**src/rtl/ser_latch_pkg.sv**
```systemverilog
package ser_latch_pkg;

    // Control states of the serial port
    typedef enum logic [1:0] {
        ST_SHIFT  = 2'd0,
        ST_COMMIT = 2'd1,
        ST_HOLD   = 2'd2
    } port_state_e;

endpackage

```
**src/rtl/sig_sync.sv**
```systemverilog
module sig_sync #(
    parameter int WIDTH  = 3,
    parameter int STAGES = 2
) (
    input  logic             clk,
    input  logic             rst_n,
    input  logic [WIDTH-1:0] d_async,
    output logic [WIDTH-1:0] d_sync
);

    logic [WIDTH-1:0] stage_q [STAGES];

    genvar g;
    generate
        for (g = 0; g < STAGES; g++) begin : g_stage
            if (g == 0) begin : g_first
                always_ff @(posedge clk or negedge rst_n) begin
                    if (!rst_n) stage_q[g] <= '0;
                    else        stage_q[g] <= d_async;
                end
            end else begin : g_next
                always_ff @(posedge clk or negedge rst_n) begin
                    if (!rst_n) stage_q[g] <= '0;
                    else        stage_q[g] <= stage_q[g-1];
                end
            end
        end
    endgenerate

    assign d_sync = stage_q[STAGES-1];

endmodule

```
**src/rtl/port_ctrl.sv**
```systemverilog
module port_ctrl
    import ser_latch_pkg::*;
(
    input  logic        clk,
    input  logic        rst_n,
    input  logic        sclk_s,
    input  logic        le_s,
    output logic        shift_en,
    output logic        echo_en,
    output logic        wr_en,
    output port_state_e state
);

    port_state_e state_nx;
    logic        sclk_q;
    logic        le_q;
    logic        sclk_rise;
    logic        sclk_fall;
    logic        le_rise;

    assign sclk_rise = sclk_s & ~sclk_q;
    assign sclk_fall = ~sclk_s & sclk_q;
    assign le_rise   = le_s & ~le_q;

    // State register and edge history
    always_ff @(posedge clk or negedge rst_n) begin
        if (!rst_n) begin
            state  <= ST_SHIFT;
            sclk_q <= 1'b0;
            le_q   <= 1'b0;
        end else begin
            state  <= state_nx;
            sclk_q <= sclk_s;
            le_q   <= le_s;
        end
    end

    // Next state and outputs
    always_comb begin
        state_nx = state;
        shift_en = 1'b0;
        wr_en    = 1'b0;
        echo_en  = sclk_fall;
        unique case (state)
            ST_SHIFT: begin
                shift_en = sclk_rise & ~le_s;
                if (le_rise) state_nx = ST_COMMIT;
            end
            ST_COMMIT: begin
                wr_en    = 1'b1;
                state_nx = le_s ? ST_HOLD : ST_SHIFT;
            end
            ST_HOLD: begin
                if (!le_s) state_nx = ST_SHIFT;
            end
            default: state_nx = ST_SHIFT;
        endcase
    end

    // a commit lasts exactly one cycle
    a_r3_commit_single: assert property (@(posedge clk) disable iff (!rst_n)
        (state == ST_COMMIT) |=> (state != ST_COMMIT));

    // a load edge seen while shifting leads to a commit
    a_r3_load_commits: assert property (@(posedge clk) disable iff (!rst_n)
        (state == ST_SHIFT && le_rise) |=> (state == ST_COMMIT));

endmodule

```
**src/rtl/shift_chain.sv**
```systemverilog
module shift_chain #(
    parameter int WIDTH = 21
) (
    input  logic             clk,
    input  logic             rst_n,
    input  logic             shift_en,
    input  logic             echo_en,
    input  logic             din,
    output logic [WIDTH-1:0] sreg,
    output logic             dout
);

    localparam int MSB = WIDTH - 1;

    always_ff @(posedge clk or negedge rst_n) begin
        if (!rst_n) begin
            sreg <= '0;
        end else if (shift_en) begin
            sreg <= {sreg[MSB-1:0], din};
        end
    end

    always_ff @(posedge clk or negedge rst_n) begin
        if (!rst_n) begin
            dout <= 1'b0;
        end else if (echo_en) begin
            dout <= sreg[MSB];
        end
    end

    // the new bit enters at the bottom
    a_r2_enter_lsb: assert property (@(posedge clk) disable iff (!rst_n)
        shift_en |=> (sreg[0] == $past(din)));

    // data out moves only on a falling serial edge
    a_r6_echo_edge: assert property (@(posedge clk) disable iff (!rst_n)
        !echo_en |=> $stable(dout));

endmodule

```
**src/rtl/latch_bank.sv**
```systemverilog
module latch_bank #(
    parameter int SLOTS = 4,
    parameter int DW    = 19,
    localparam int IW   = $clog2(SLOTS)
) (
    input  logic                clk,
    input  logic                rst_n,
    input  logic                wr_en,
    input  logic [IW-1:0]       wr_idx,
    input  logic [DW-1:0]       wr_data,
    output logic [SLOTS*DW-1:0] slots_flat
);

    logic [DW-1:0] mem [SLOTS];

    genvar k;
    generate
        for (k = 0; k < SLOTS; k++) begin : g_slot
            always_ff @(posedge clk or negedge rst_n) begin
                if (!rst_n) begin
                    mem[k] <= '0;
                end else if (wr_en && (wr_idx == IW'(k))) begin
                    mem[k] <= wr_data;
                end
            end

            assign slots_flat[k*DW +: DW] = mem[k];

            // unselected slots do not move
            a_r4_slot_kept: assert property (@(posedge clk) disable iff (!rst_n)
                (!wr_en || wr_idx != IW'(k)) |=> $stable(mem[k]));
        end
    endgenerate

    // the addressed slot receives the payload
    a_r3_slot_written: assert property (@(posedge clk) disable iff (!rst_n)
        wr_en |=> (mem[$past(wr_idx)] == $past(wr_data)));

endmodule

```
**src/rtl/serial_latch_port.sv**
```systemverilog
module serial_latch_port
    import ser_latch_pkg::*;
#(
    parameter int WORD_W      = 21,
    parameter int ADDR_W      = 2,
    parameter int SYNC_STAGES = 2,
    localparam int SLOTS      = 1 << ADDR_W,
    localparam int PAY_W      = WORD_W - ADDR_W
) (
    input  logic                   clk,
    input  logic                   rst_n,
    input  logic                   ser_clk,
    input  logic                   ser_data,
    input  logic                   ser_le,
    output logic                   ser_dout,
    output logic [SLOTS*PAY_W-1:0] slot_words
);

    logic [2:0]        pins_s;
    logic              shift_en;
    logic              echo_en;
    logic              wr_en;
    port_state_e       ctl_state;
    logic [WORD_W-1:0] sreg;

    sig_sync #(
        .WIDTH  (3),
        .STAGES (SYNC_STAGES)
    ) u_sync (
        .clk     (clk),
        .rst_n   (rst_n),
        .d_async ({ser_le, ser_data, ser_clk}),
        .d_sync  (pins_s)
    );

    port_ctrl u_ctrl (
        .clk      (clk),
        .rst_n    (rst_n),
        .sclk_s   (pins_s[0]),
        .le_s     (pins_s[2]),
        .shift_en (shift_en),
        .echo_en  (echo_en),
        .wr_en    (wr_en),
        .state    (ctl_state)
    );

    shift_chain #(
        .WIDTH (WORD_W)
    ) u_chain (
        .clk      (clk),
        .rst_n    (rst_n),
        .shift_en (shift_en),
        .echo_en  (echo_en),
        .din      (pins_s[1]),
        .sreg     (sreg),
        .dout     (ser_dout)
    );

    latch_bank #(
        .SLOTS (SLOTS),
        .DW    (PAY_W)
    ) u_bank (
        .clk        (clk),
        .rst_n      (rst_n),
        .wr_en      (wr_en),
        .wr_idx     (sreg[ADDR_W-1:0]),
        .wr_data    (sreg[WORD_W-1:ADDR_W]),
        .slots_flat (slot_words)
    );

    // the register is frozen whenever the controller is not shifting
    a_r5_frozen: assert property (@(posedge clk) disable iff (!rst_n)
        (ctl_state != ST_SHIFT) |=> $stable(sreg));

    // slots move only in the cycle after a commit
    a_r7_slots_idle: assert property (@(posedge clk) disable iff (!rst_n)
        (ctl_state != ST_COMMIT) |=> $stable(slot_words));

endmodule

```
**config.mk**
```make
export PLATFORM = sky130hd
export DESIGN_NAME = serial_latch_port
export DESIGN_NICKNAME = d
export VERILOG_FILES = /design/src/rtl/ser_latch_pkg.sv /design/src/rtl/sig_sync.sv /design/src/rtl/port_ctrl.sv /design/src/rtl/shift_chain.sv /design/src/rtl/latch_bank.sv /design/src/rtl/serial_latch_port.sv
export SDC_FILE = /design/constraint.sdc
export NUM_CORES = 1
export LEC_CHECK = 0
export BUFFER_PORTS_ARGS = -buffer_cell sky130_fd_sc_hd__buf_2
export CORE_ASPECT_RATIO = 1.1
export CORE_MARGIN = 2
export CORE_UTILIZATION = 44
export CTS_BUF_LIST = sky130_fd_sc_hd__clkbuf_4 sky130_fd_sc_hd__clkbuf_8 sky130_fd_sc_hd__clkbuf_16
export DETAILED_ROUTE_END_ITERATION = 12
export GPL_ROUTABILITY_DRIVEN = 1
export HOLD_SLACK_MARGIN = 0.15
export PLACE_DENSITY = 0.63
export SYNTH_ARGS = -nofsm -noshare
export SYNTH_HDL_FRONTEND = slang
export SYNTH_SLANG_ARGS = --single-unit
```
**constraint.sdc**
```tcl
create_clock -name clk -period 1.85 [get_ports clk]
set_input_delay 0.185 -clock clk [delete_from_list [all_inputs] [get_ports clk]]
set_output_delay 0.185 -clock clk [all_outputs]
set_load 0.01 [all_outputs]
```
==> results of run 1 <==
-- kinds of logic (layout without fill, tap and decap cells) --
group                  Yosys count  after routing  share of synthesized area
multiplexers                    98             98                      0.287
XOR/XNOR                         1              1                    0.00214
AND/OR/NAND/NOR                  9              9                     0.0204
flip-flops                     108            108                      0.659
buffers and inverters           10            115                     0.0308
-- what timing repair did --
item	in CTS	in global routing
endpoints found under the setup margin	0	0
endpoints found under the hold margin	111	0
hold buffers	4	0
-- worst register-to-register path: cells and delay by family (launching register included) --
kind                   cells  cell delay, ns
flip-flops                 1            0.47
AND/OR/NAND/NOR            2            0.44
multiplexers               1            0.36
buffers and inverters      1            0.21
-- cells in the final DEF (no fill, tap or decap) --
cell and count:
clkinv_2 1, nor4b_4 1, nor4b_1 1, mux2_2 78, nor4_1 1, dlygate4sd3_1 4, dfrtp_1 108, and2_1 1
xor2_1 1, clkbuf_8 12, and4bb_1 2, buf_4 13, nand4b_1 1, clkinv_4 2, buf_12 2, buf_2 80
inv_6 1, and2_2 1, nand2b_1 1, mux2_4 20
-- layer usage --
layer	track usage	vias to the layer above	wire length, um
met5	0	-	0
met2	0.229	60	3310
met3	0.0357	9	414
met1	0.221	1135	3450
met4	0.0582	0	113
li1	-	1002	-
-- sequential cells by signal, summed over array words and instances (netlist names) --
signal and count:
u_chain.sreg 21, u_sync.stage_q 3, u_chain.dout 1, u_bank.slots_flat 76
u_ctrl.state 2, u_sync.d_sync 3, u_ctrl.sclk_q 1, u_ctrl.le_q 1
-- where the power goes --
group | switching [W] | total, W | leakage (nW) | internal [W]
Clock | 0.000768 | 0.00138 | 0.103 | 0.000609
Sequential | 0.000193 | 0.00278 | 1.47 | 0.00259
Combinational | 0.000306 | 0.000669 | 1.11 | 0.000364
Total | 0.00127 | 0.00483 | 2.68 | 0.00356
-- cell type report --
class | instances | area share
Multi-Input combinational cell | 108 | 0.261
Clock buffer | 12 | 0.0337
Timing Repair Buffer | 99 | 0.118
Tap cell | 114 | 0.0291
Clock inverter | 4 | 0.00638
Sequential cell | 108 | 0.552
-- worst min path at each step --
stage	from	endpoint	slack, ns
2_1_floorplan	rst_n	u_bank.slots_flat[0]$_DFFE_PN0P_	-0.11
3_3_place_gp	rst_n	u_bank.slots_flat[72]$_DFFE_PN0P_	0.09
3_5_place_dp	rst_n	u_bank.slots_flat[72]$_DFFE_PN0P_	0.09
4_1_cts	rst_n	u_bank.slots_flat[72]$_DFFE_PN0P_	0.24
5_1_grt	rst_n	u_bank.slots_flat[72]$_DFFE_PN0P_	0.24
6_report	rst_n	u_bank.slots_flat[54]$_DFFE_PN0P_	0.23
-- through the flow --
stage | cell area, um2 | worst slack [ns] | instances | power [W]
global route | 4900 | 0.176 | 445 | 0.00507
floorplan | 4100 | 0.389 | 226 | 0.00319
detailed placement | 4660 | 0.272 | 425 | 0.00350
CTS | 4900 | 0.247 | 445 | 0.00490
global placement | 4660 | 0.294 | 425 | 0.00349
finish | 4900 | 0.254 | 445 | 0.00483
==> results.json, run 1 <==
{
  "drive_above_1_share": 0.637,
  "period_minus_slack_ns": 1.60,
  "drc": 0,
  "path_cells": "nor4_1, and2_2, buf_4, mux2_2",
  "drv_cap": 0,
  "cts_resized": 0,
  "syn-mean-instance-area_um2": 18.1,
  "reg2reg_to": "u_chain.sreg[13]$_DFFE_PN0P_",
  "arrival_ns": 1.83,
  "reg2reg_depth": 4,
  "vias_per_cell": 4.96,
  "status": "complete, no violations",
  "wire_per_inst_um": 16.4,
  "finalCritPeriodShare": 0.863,
  "hold_ws_ns": 0.232,
  "fillCellCount": 761,
  "postRouteAntennaNets": 0,
  "vias": 2206,
  "hold_class": "input pin to asynchronous set/reset pin",
  "cp-end-kind": "register",
  "dp_hpwl_um": 4980,
  "crit_path_start_kind": "register",
  "critPathRequiredTime_ns": 2.09,
  "ys_top_cells_by_count": "108 x dfrtp_1, 78 x mux2_2, 20 x mux2_4, 5 x buf_6",
  "path_delay_family": "flip-flops",
  "utilization": 0.547,
  "overflow": 0,
  "worstMarginPinSlew_ns": 0.301,
  "multi_input_area_um2": 1280,
  "fin_nets": 331,
  "grt_pass1_vias": 2247,
  "crit_slowest_cell": "dfrtp_1",
  "ctsHtreeMaxLevel": 3,
  "die_area_um2": 10100,
  "tritoncts": "done",
  "endpoint": "u_chain.sreg[13]$_DFFE_PN0P_",
  "start_util": 0.457,
  "synth_seq_cells": 108,
  "die_h_um": 105,
  "path_class": "register to register",
  "syn_nets": 231,
  "grt_pass1_wl_um": 11900,
  "relSlewSlack": 0.799,
  "synthToLayoutAreaGrowth_pct": 19.5,
  "ys_types": 16,
  "crit_start": "u_ctrl.state[1]$_DFFE_PN0P_",
  "fp-row-count": 36,
  "antenna_found_initial": 0,
  "peakVddDrop_mv": 0.660,
  "cts_root_buffer": "clkbuf_8",
  "firstDrtPassIters": 4,
  "r2r-start": "u_ctrl.state[1]$_DFFE_PN0P_",
  "synth_warnings": 0,
  "rrSetupSlack_ns": 0.25,
  "cp_num_buf_inv": 1,
  "finalSetupViolations": 0,
  "synthFlopType": "dfrtp_1",
  "async_reset_ff_frac": 1.00,
  "yosysMostFrequentCell": "dfrtp_1",
  "cts_sinks": 108,
  "grt_max_degree": 59,
  "ioPinCount": 82,
  "insertion_delay_ns": 0.36,
  "clock.fmax_ghz": 0.627,
  "p_per_area_nw_per_um2": 985,
  "cpPeakStageDelay_ns": 0.47,
  "postCtsSetupRepairBufs": 0,
  "gp_congestion": 0.696,
  "syn_area_um2": 4100,
  "die_w_um": 96.0,
  "final-seq-area_um2": 2700,
  "seq_area_frac_synth": 0.659,
  "yosysTopAreaCell": "dfrtp_1",
  "cp_max_fo": 11,
  "io_buffers": 81,
  "netlist.area_leader.share": 0.659,
  "syn_inst": 226,
  "routed_wl_um": 7290,
  "power_leakage_nw": 2.68,
  "synth_area_leaders": "dfrtp_1 66%, mux2_2 21%, mux2_4 7.3%",
  "rsz0062_at_grt": "false",
  "hold_viol": 0,
  "clk_pin_slew_ns": 0.11,
  "clock_skew_ns": 0.0156,
  "cts_buffers": 9,
  "antenna-diode-count": 0,
  "synth-edff-count": 0,
  "core_area_um2": 8960,
  "first_iter_violations": 58,
  "slew_viol_final": 0,
  "grt_usage": 0.154,
  "tns_ns": 0,
  "cp.depth": 4,
  "cts_buffer_depth": 2
}
(Power assumes the default switching activity.)
==> run 2, diff against run 1 <==
--- a/config.mk
+++ b/config.mk
@@ -11,9 +11,8 @@
 export CORE_UTILIZATION = 44
 export CTS_BUF_LIST = sky130_fd_sc_hd__clkbuf_4 sky130_fd_sc_hd__clkbuf_8 sky130_fd_sc_hd__clkbuf_16
 export DETAILED_ROUTE_END_ITERATION = 12
-export GPL_ROUTABILITY_DRIVEN = 1
 export HOLD_SLACK_MARGIN = 0.15
-export PLACE_DENSITY = 0.63
+export PLACE_DENSITY = 0.66
 export SYNTH_ARGS = -nofsm -noshare
 export SYNTH_HDL_FRONTEND = slang
 export SYNTH_SLANG_ARGS = --single-unit
==> results.json, run 2 (same netlist as run 1, synthesis figures left out) <==
{
  "status": "complete, no violations",
  "die_area_um2": 10100,
  "hold_viol": 0,
  "fin_nets": 329,
  "tritoncts": "done",
  "core_area_um2": 8960,
  "cp-end-kind": "register",
  "worstHoldPathCells": 0,
  "drv_cap": 0,
  "first_iter_violations": 42,
  "fp-row-count": 36,
  "utilization": 0.547,
  "routed_wl_um": 7170,
  "finalSetupViolations": 0,
  "postRouteAntennaNets": 0,
  "worstMarginPinSlew_ns": 0.554,
  "final-seq-area_um2": 2700,
  "place_inst": 422,
  "antenna-diode-count": 0,
  "crit_path_start_kind": "register",
  "fillCellCount": 749,
  "start_util": 0.457,
  "largest_reg_flops": 76,
  "tns_ns": 0,
  "dp_hpwl_um": 4770,
  "grt_pass1_vias": 2310,
  "power_leakage_nw": 2.68,
  "cts_buffers": 9,
  "vias_per_cell": 4.90,
  "wire_per_inst_um": 16.2,
  "placed_cell_area_um2": 4630,
  "synthToLayoutAreaGrowth_pct": 19.7,
  "reg2reg_depth": 4,
  "ctsHtreeMaxLevel": 3,
  "ioPinCount": 82,
  "die_w_um": 96.0,
  "final_cell_mix": "108 x dfrtp_1, 80 x buf_2, 78 x mux2_2",
  "cts_root_buffer": "clkbuf_8",
  "finalCritPeriodShare": 0.854,
  "grt_pass1_wl_um": 11800,
  "stdcell_count": 443,
  "antenna_found_initial": 0,
  "peakVddDrop_mv": 0.606,
  "hold_class": "register to register",
  "multi_input_area_um2": 1280,
  "clock.fmax_ghz": 0.633,
  "cts_buffer_depth": 2,
  "die_h_um": 105,
  "period_minus_slack_ns": 1.58,
  "vias": 2171,
  "path_class": "register to register",
  "overflow": 0,
  "total_power_w": 0.00504,
  "relSlewSlack": 0.631,
  "drive_above_1_share": 0.632,
  "slew_viol_final": 0,
  "arrival_ns": 1.82,
  "rsz0062_at_grt": "false",
  "cts_sinks": 108,
  "grt_usage": 0.151,
  "gp_congestion": 0.734,
  "critPathRequiredTime_ns": 2.09,
  "grt_max_degree": 106,
  "insertion_delay_ns": 0.36,
  "firstDrtPassIters": 4,
  "p_per_area_nw_per_um2": 1030,
  "cp_max_fo": 11,
  "fin_area_um2": 4910,
  "drc": 0,
  "clock_skew_ns": 0.0137,
  "clk_pin_slew_ns": 0.10,
  "io_buffers": 81,
  "layout_commonest_cell": "dfrtp_1"
}
[run 2: cell count changes in the layout (fill, tap and decap cells not counted), moves of 2 or more]
| cell | change |
|---|---|
| bufinv_16 | +2 |
| inv_6 | +3 |
| clkbuf_8 | -3 |
| buf_4 | -2 |
[run 2: per-layer routing]
layer,wire length [um],share of wire,track usage,up-vias
met1,3280,0.46,0.206,1109
met4,74,0.010,0.0520,0
li1,-,-,-,993
met5,0,0,0,-
met2,3460,0.48,0.235,60
met3,354,0.049,0.0357,9
[run 2: where the power goes]
group | internal, W | switching, W | total [W]
sequential | 0.00259 | 0.000199 | 0.00279
combinational | 0.000357 | 0.000307 | 0.000664
clock | 0.000785 | 0.000804 | 0.00159
[run 2: worst paths after layout]
path | from | endpoint | slack (ns)
worst max-delay path | u_ctrl.state[1]$_DFFE_PN0P_ | u_chain.sreg[9]$_DFFE_PN0P_ | 0.27
worst min-delay path | u_sync.stage_q[4]$_DFF_PN0_ | u_sync.d_sync[1]$_DFF_PN0_ | 0.36
worst max register to register | u_ctrl.state[1]$_DFFE_PN0P_ | u_chain.sreg[9]$_DFFE_PN0P_ | 0.27
worst min register to register | u_sync.stage_q[4]$_DFF_PN0_ | u_sync.d_sync[1]$_DFF_PN0_ | 0.36
max in group asynchronous | rst_n | u_bank.slots_flat[34]$_DFFE_PN0P_ | 0.97
min in group asynchronous | rst_n | u_bank.slots_flat[33]$_DFFE_PN0P_ | 0.42
[run 2: repair_timing]
item,4_1_cts,5_1_grt
hold endpoints to repair,111,0
hold buffers,5,0
setup buffers,0,0
resized for setup,0,0
[run 2: worst max-delay path, cell delays in order, from the launching register on]
cell	delay, ns
dfrtp_1	0.47
nor4_1	0.28
and2_2	0.19
buf_4	0.19
mux2_2	0.35
[run 2: stage by stage]
step	setup WS [ns]	hold slack, ns
final	0.270	0.356
after global routing	0.131	0.378
after CTS	0.249	0.358
after detailed placement	0.268	-0.0118
after global placement	0.308	-0.0129
after floorplan	0.389	-0.111
[run 2: final cells by class]
class	count	area share
clock buffer	9	0.0252
timing repair buffer	97	0.113
multi-input combinational	108	0.261
sequential	108	0.551
clock inverter	7	0.0212
tap	114	0.0291
